<file path="src/rtl/gpio_bank_pkg.sv">
package gpio_bank_pkg;

    localparam int LANE_W    = 8;
    localparam int LANES     = 4;
    localparam int BANK_MAXP = LANE_W * LANES;

    typedef enum logic [2:0] {
        RK_ENABLE = 3'd0,
        RK_DIR    = 3'd1,
        RK_LEVEL  = 3'd2,
        RK_RISE   = 3'd3,
        RK_FALL   = 3'd4,
        RK_EVENT  = 3'd5,
        RK_AUX    = 3'd6,
        RK_STATUS = 3'd7
    } reg_kind_e;

    typedef struct packed {
        logic      bank;
        reg_kind_e kind;
        logic [1:0] lane;
    } addr_fields_t;

    typedef struct packed {
        logic       wr;
        reg_kind_e  kind;
        logic [1:0] lane;
        logic [7:0] data;
    } bank_req_t;

    function automatic addr_fields_t split_addr(input logic [5:0] a);
        return addr_fields_t'(a);
    endfunction

endpackage

</file>
<file path="src/rtl/gpio_pin_sync.sv">
module gpio_pin_sync #(
    parameter int W = 8
) (
    input  logic         clk,
    input  logic         rst,
    input  logic [W-1:0] pin_raw,
    output logic [W-1:0] cur,
    output logic [W-1:0] prev
);
    logic [W-1:0] meta_q;
    logic [W-1:0] cur_q;
    logic [W-1:0] prev_q;

    always_ff @(posedge clk) begin
        if (rst) begin
            meta_q <= '0;
            cur_q  <= '0;
            prev_q <= '0;
        end else begin
            meta_q <= pin_raw;
            cur_q  <= meta_q;
            prev_q <= cur_q;
        end
    end

    assign cur  = cur_q;
    assign prev = prev_q;

    // Edge detection relies on prev being exactly one sample behind cur
    assert_prev_follows_R5: assert property (@(posedge clk) disable iff (rst)
        prev_q == $past(cur_q));

endmodule

</file>
<file path="src/rtl/gpio_reg_bank.sv">
module gpio_reg_bank
    import gpio_bank_pkg::*;
#(
    parameter int BANK_PINS = 8
) (
    input  logic                 clk,
    input  logic                 rst,
    input  bank_req_t            req,
    input  logic [BANK_PINS-1:0] s_cur,
    input  logic [BANK_PINS-1:0] s_prev,
    output logic [7:0]           rdata,
    output logic [BANK_PINS-1:0] oe,
    output logic [BANK_PINS-1:0] dout,
    output logic                 evt
);
    localparam int P = BANK_PINS;

    logic [P-1:0] en, dir, lvl, rise, fall, evt_en, aux, sts;
    logic [P-1:0] n_en, n_dir, n_lvl, n_rise, n_fall, n_evt, n_aux, n_sts;
    logic [P-1:0] lane_sel, wbit, clr, edge_hit;
    logic [BANK_MAXP-1:0] word;

    always_comb begin
        for (int i = 0; i < P; i++) begin
            lane_sel[i] = req.wr && (req.lane == 2'(i / LANE_W));
            wbit[i]     = req.data[i % LANE_W];
        end
        edge_hit = en & ((s_cur & ~s_prev & rise) | (~s_cur & s_prev & fall));
        n_en  = en;
        n_dir = dir;
        n_lvl = lvl;
        n_rise = rise;
        n_fall = fall;
        n_evt = evt_en;
        n_aux = aux;
        clr   = '0;
        case (req.kind)
            RK_ENABLE: n_en   = (en & ~lane_sel) | (wbit & lane_sel);
            RK_DIR:    n_dir  = (dir & ~lane_sel) | (wbit & lane_sel);
            RK_LEVEL:  n_lvl  = (lvl & ~(lane_sel & ~dir)) | (wbit & lane_sel & ~dir);
            RK_RISE:   n_rise = (rise & ~lane_sel) | (wbit & lane_sel);
            RK_FALL:   n_fall = (fall & ~lane_sel) | (wbit & lane_sel);
            RK_EVENT:  n_evt  = (evt_en & ~lane_sel) | (wbit & lane_sel);
            RK_AUX:    n_aux  = (aux & ~lane_sel) | (wbit & lane_sel);
            RK_STATUS: clr    = lane_sel & wbit;
        endcase
        n_sts = edge_hit | (sts & ~clr);
    end

    always_ff @(posedge clk) begin
        if (rst) begin
            en     <= '0;
            dir    <= '1;
            lvl    <= '0;
            rise   <= '0;
            fall   <= '0;
            evt_en <= '0;
            aux    <= '0;
            sts    <= '0;
        end else begin
            en     <= n_en;
            dir    <= n_dir;
            lvl    <= n_lvl;
            rise   <= n_rise;
            fall   <= n_fall;
            evt_en <= n_evt;
            aux    <= n_aux;
            sts    <= n_sts;
        end
    end

    always_comb begin
        case (req.kind)
            RK_ENABLE: word = BANK_MAXP'(en);
            RK_DIR:    word = BANK_MAXP'(dir);
            RK_LEVEL:  word = BANK_MAXP'((dir & s_cur) | (~dir & lvl));
            RK_RISE:   word = BANK_MAXP'(rise);
            RK_FALL:   word = BANK_MAXP'(fall);
            RK_EVENT:  word = BANK_MAXP'(evt_en);
            RK_AUX:    word = BANK_MAXP'(aux);
            RK_STATUS: word = BANK_MAXP'(sts);
        endcase
        rdata = word[{req.lane, 3'b000} +: LANE_W];
    end

    assign oe   = en & ~dir;
    assign dout = lvl;
    assign evt  = |(sts & evt_en);

    for (genvar i = 0; i < P; i++) begin : g_chk
        // Level writes to an input pin are dropped
        assert_level_locked_R4: assert property (@(posedge clk) disable iff (rst)
            (lane_sel[i] && req.kind == RK_LEVEL && dir[i]) |=> $stable(lvl[i]));
        // A status bit only rises because an enabled edge was detected
        assert_status_cause_R6: assert property (@(posedge clk) disable iff (rst)
            !edge_hit[i] |=> !$rose(sts[i]));
        // A captured edge always lands, even against a clear
        assert_edge_wins_R7: assert property (@(posedge clk) disable iff (rst)
            edge_hit[i] |=> sts[i]);
        // Without a clear, a set status bit stays set
        assert_sticky_R7: assert property (@(posedge clk) disable iff (rst)
            (sts[i] && !clr[i]) |=> sts[i]);
        // A disabled pin captures nothing
        assert_disabled_quiet_R9: assert property (@(posedge clk) disable iff (rst)
            (!en[i] && !sts[i]) |=> !sts[i]);
    end

endmodule

</file>
<file path="src/rtl/gpio_banked_ctrl.sv">
module gpio_banked_ctrl
    import gpio_bank_pkg::*;
#(
    parameter int NUM_PINS    = 24,
    parameter int RESUME_BASE = 16
) (
    input  logic                clk,
    input  logic                rst,
    input  logic [5:0]          bus_addr,
    input  logic [7:0]          bus_wdata,
    input  logic                bus_we,
    output logic [7:0]          bus_rdata,
    input  logic [NUM_PINS-1:0] pin_in,
    output logic [NUM_PINS-1:0] pin_oe,
    output logic [NUM_PINS-1:0] pin_out,
    output logic                event_o
);
    localparam int NUM_BANKS = 2;

    addr_fields_t af;
    logic [NUM_PINS-1:0] s_cur, s_prev;
    logic [7:0] bank_rd [NUM_BANKS];
    logic [NUM_BANKS-1:0] bank_evt;

    assign af = split_addr(bus_addr);

    gpio_pin_sync #(.W(NUM_PINS)) u_sync (
        .clk     (clk),
        .rst     (rst),
        .pin_raw (pin_in),
        .cur     (s_cur),
        .prev    (s_prev)
    );

    for (genvar b = 0; b < NUM_BANKS; b++) begin : g_bank
        localparam int LO = (b == 0) ? 0 : RESUME_BASE;
        localparam int W  = (b == 0) ? RESUME_BASE : NUM_PINS - RESUME_BASE;

        bank_req_t    req;
        logic [W-1:0] oe_w, dout_w;

        assign req.wr   = bus_we && (af.bank == 1'(b));
        assign req.kind = af.kind;
        assign req.lane = af.lane;
        assign req.data = bus_wdata;

        gpio_reg_bank #(.BANK_PINS(W)) u_bank (
            .clk    (clk),
            .rst    (rst),
            .req    (req),
            .s_cur  (s_cur[LO +: W]),
            .s_prev (s_prev[LO +: W]),
            .rdata  (bank_rd[b]),
            .oe     (oe_w),
            .dout   (dout_w),
            .evt    (bank_evt[b])
        );

        assign pin_oe[LO +: W]  = oe_w;
        assign pin_out[LO +: W] = dout_w;
    end

    assign bus_rdata = bank_rd[af.bank];
    assign event_o   = |bank_evt;

    // No pin drives in the cycle after reset
    assert_reset_quiet_R1: assert property (@(posedge clk)
        rst |=> (pin_oe == '0 && !event_o));

endmodule

</file>
<file path="config.mk">
export PLATFORM = sky130hd
export DESIGN_NAME = gpio_banked_ctrl
export DESIGN_NICKNAME = d
export VERILOG_FILES = /design/src/rtl/gpio_bank_pkg.sv /design/src/rtl/gpio_pin_sync.sv /design/src/rtl/gpio_reg_bank.sv /design/src/rtl/gpio_banked_ctrl.sv
export SDC_FILE = /design/constraint.sdc
export NUM_CORES = 1
export LEC_CHECK = 0
export CAP_MARGIN = 20
export CORE_ASPECT_RATIO = 2
export CORE_UTILIZATION = 40
export CTS_BUF_LIST = sky130_fd_sc_hd__clkbuf_4 sky130_fd_sc_hd__clkbuf_8
export DETAILED_ROUTE_END_ITERATION = 10
export HOLD_SLACK_MARGIN = 0.08
export PLACE_DENSITY = 0.55
export REMOVE_ABC_BUFFERS = 1
export SLEW_MARGIN = 20
export SYNTH_ARGS = -nofsm -noshare
export SYNTH_HDL_FRONTEND = slang
export SYNTH_HIERARCHICAL = 1
export SYNTH_SLANG_ARGS = --single-unit
</file>
<file path="constraint.sdc">
create_clock -name clk -period 5.7 [get_ports clk]
set_input_delay 0.57 -clock clk [delete_from_list [all_inputs] [get_ports clk]]
set_output_delay 0.57 -clock clk [all_outputs]
set_load 0.01 [all_outputs]
</file>
==> out/metrics.cfg <==
[outcome]
status = finished, final reports clean

[routing]
vias = 10100
wl_um = 38300
drc = 0
drt-pass1-iter-count = 5
via_per_inst = 5.61
dr.first_iter.drc_count = 830
drtAntennaViolNets = 0
wl_per_cell_um = 21.3

[final_layout]
final_cell_mix = dfxtp_1 (264), nor2_1 (161), nand2_1 (156), mux2i_1 (138), nor2b_1 (112)
synthToLayoutAreaGrowth_pct = 15.7
nNetsFinal = 1454
layout_commonest_cell = dfxtp_1
fill_cells = 2904
drive_above_1_share = 0.0883
layout.core_utilization = 0.473

[synthesis]
async_flop_share = 0
synth-edff-count = 0
synth_cell_types = 57
yosys.area.top_type_share = 0.445
yosys_warnings = 6
ys_ff_latch = 264
netlist_instances = 1348
synth.area.top_cells = dfxtp_1 (44%), mux2i_1 (12%), nor2b_1 (5.9%)
yosysTopAreaCell = dfxtp_1
synth_ff_type = dfxtp_1
synth_area_um2 = 11900
synth_seq_area_share = 0.445
syn-mean-instance-area_um2 = 8.81

[pwr]
pwr-share-comb = 0.070
sw_frac_of_total = 0.247
power.density_nw_per_um2 = 271
power_frac_seq = 0.506
irDropWorstVdd_uv = 220
leakagePower_nw = 5.06
p_int_mw = 2.81
p_sw_mw = 0.921
pwr-share-clk = 0.424

[die]
die_height_um = 246
dieArea_um2 = 30400
die_width_um = 124
core_um2 = 29100
initial_core_util = 0.409
num_rows = 88
ios = 98

[sta]
finalClockSkew_ns = 0.0147
setup_tns_ns = 0
grt_setup_unrepaired = no
finalCritPeriodShare = 0.744
relSlewSlack = 0.282
layout_min_cycle_time_ns = 4.24
hold_violations = 0
clock.fmax_mhz = 236
tightest_slew_ns = 1.07
drv_slew = 0
setup-violations-final = 0

[critical_path]
crit_path_start_kind = primary input
crit_family = buffers and inverters
end_kind = primary output
slowest_delay_ns = 0.58
arrival_ns = 3.67
crit_buf_inv = 3
path_cells = buf_2, inv_1, nand2_1, o21ai_0, a211oi_1, o22ai_1, mux2_4, clkdlybuf4s50_1
path_class = primary input to primary output
slowest_stage = buf_2
required_ns = 5.13
worstPathMaxFanout = 29

[clocking]
cts_tree = done
numCtsBuffers = 41
ctsLongestPathBuffers = 3
clkSinkCount = 264
post-cts-setup-buffers = 0
hold_buffers = 0
root_buffer = clkbuf_8
clk_pin_slew_worst_paths_ns = 0.06
htree_levels = 2
ctsResizeCount = 0
clk_latency_ns = 0.56

[placement]
io_buffers = 97
gp_congestion = 0.929
dp_hpwl_um = 26300

[run]
cap_violations = 0

[global_route]
grt_pass1_vias = 9893
grt_util_all_layers = 0.259
grt_pass1_wl_um = 58600
grt_max_degree = 150
antenna_found_initial = 1
gr-total-overflow = 0

[worst_hold_path]
hp-class = flip-flop to flip-flop

[worst reg2reg max path, cell delays in order, from the launching register on]
cell,delay [ns]
dfxtp_1,0.36
nor3_1,0.37
mux2i_1,0.23
nor2_1,0.05
[power by group through the flow]
stage / Sequential (mW) / Combinational, mW / Clock [mW]
floorplan: 1.92 / 0.102 / 0
global placement: 1.93 / 0.257 / 0
detailed placement: 1.93 / 0.258 / 0
CTS: 1.89 / 0.258 / 1.63
global route: 1.89 / 0.279 / 1.71
finish: 1.89 / 0.261 / 1.58
[cell families (layout without fill, tap and decap cells)]
| logic type | Yosys count | in the layout | synth area share |
|---|---|---|---|
| and+or+nand+nor | 554 | 554 | 0.232 |
| AOI/OAI and AO/OA | 264 | 264 | 0.138 |
| DFF | 264 | 264 | 0.445 |
| muxes | 164 | 164 | 0.144 |
| buffers and inverters | 102 | 192 | 0.0408 |
| other | 0 | 1 | 0 |
[synth_stat cells (5+ instances only)]
cell / count
a221oi_1: 10
o2bb2ai_1: 14
clkbuf_1: 56
buf_6: 9
o21ai_0: 90
nand3b_1: 38
a211o_1: 10
dfxtp_1: 264
a211oi_1: 11
mux2_2: 14
nor3_1: 12
o22ai_1: 10
a222oi_1: 6
mux2_4: 8
inv_1: 14
nor2_1: 161
nand3_1: 39
a22o_1: 7
nor2b_1: 112
a21oi_1: 69
nand2_1: 156
a22oi_1: 25
nand2b_1: 5
buf_2: 15
mux2i_1: 138
[layer usage]
| metal | track usage | routed length [um] | vias to the layer above |
|---|---|---|---|
| met2 | 0.465 | 20100 | 344 |
| met4 | 0.152 | 2240 | 0 |
| met5 | 0 | 0 | - |
| li1 | - | - | 4814 |
| met1 | 0.281 | 14200 | 4825 |
| met3 | 0.0359 | 1670 | 117 |
[path summary, 6_finish.rpt]
check,startpoint,end,slack (ns),depth (start not counted)
min reg2reg,u_sync/meta_q[10],u_sync/cur[10],0.43,1
min,u_sync/meta_q[10],u_sync/cur[10],0.43,1
max,bus_addr[2],bus_rdata[1],1.46,8
max reg2reg,flip-flop,g_bank[1].u_bank/dout[3],4.54,3
[stage by stage]
stage | setup WS, ns | hold slack (ns) | std cells | power [mW] | instance area (um2)
detailed placement | 1.55 | 0.422 | 1730 | 2.18 | 13000
global placement | 1.62 | 0.418 | 1730 | 2.18 | 13000
finish | 1.46 | 0.432 | 1799 | 3.73 | 13700
global route | 1.35 | 0.450 | 1799 | 3.88 | 13700
floorplan | 2.71 | 0.414 | 1261 | 2.02 | 11500
CTS | 1.55 | 0.437 | 1798 | 3.78 | 13700
[area by class of cell]
cell class	count	area, um2	area share
multi-input combinational	982	6120	0.445
clock inverter	5	25.0	0.00182
antenna	1	2.50	0.000182
clock buffer	63	761	0.0553
sequential	264	5290	0.384
inverter	15	56.3	0.00410
tap	360	450	0.0328
timing repair buffer	109	1050	0.0764
(Power assumes the default switching activity.)
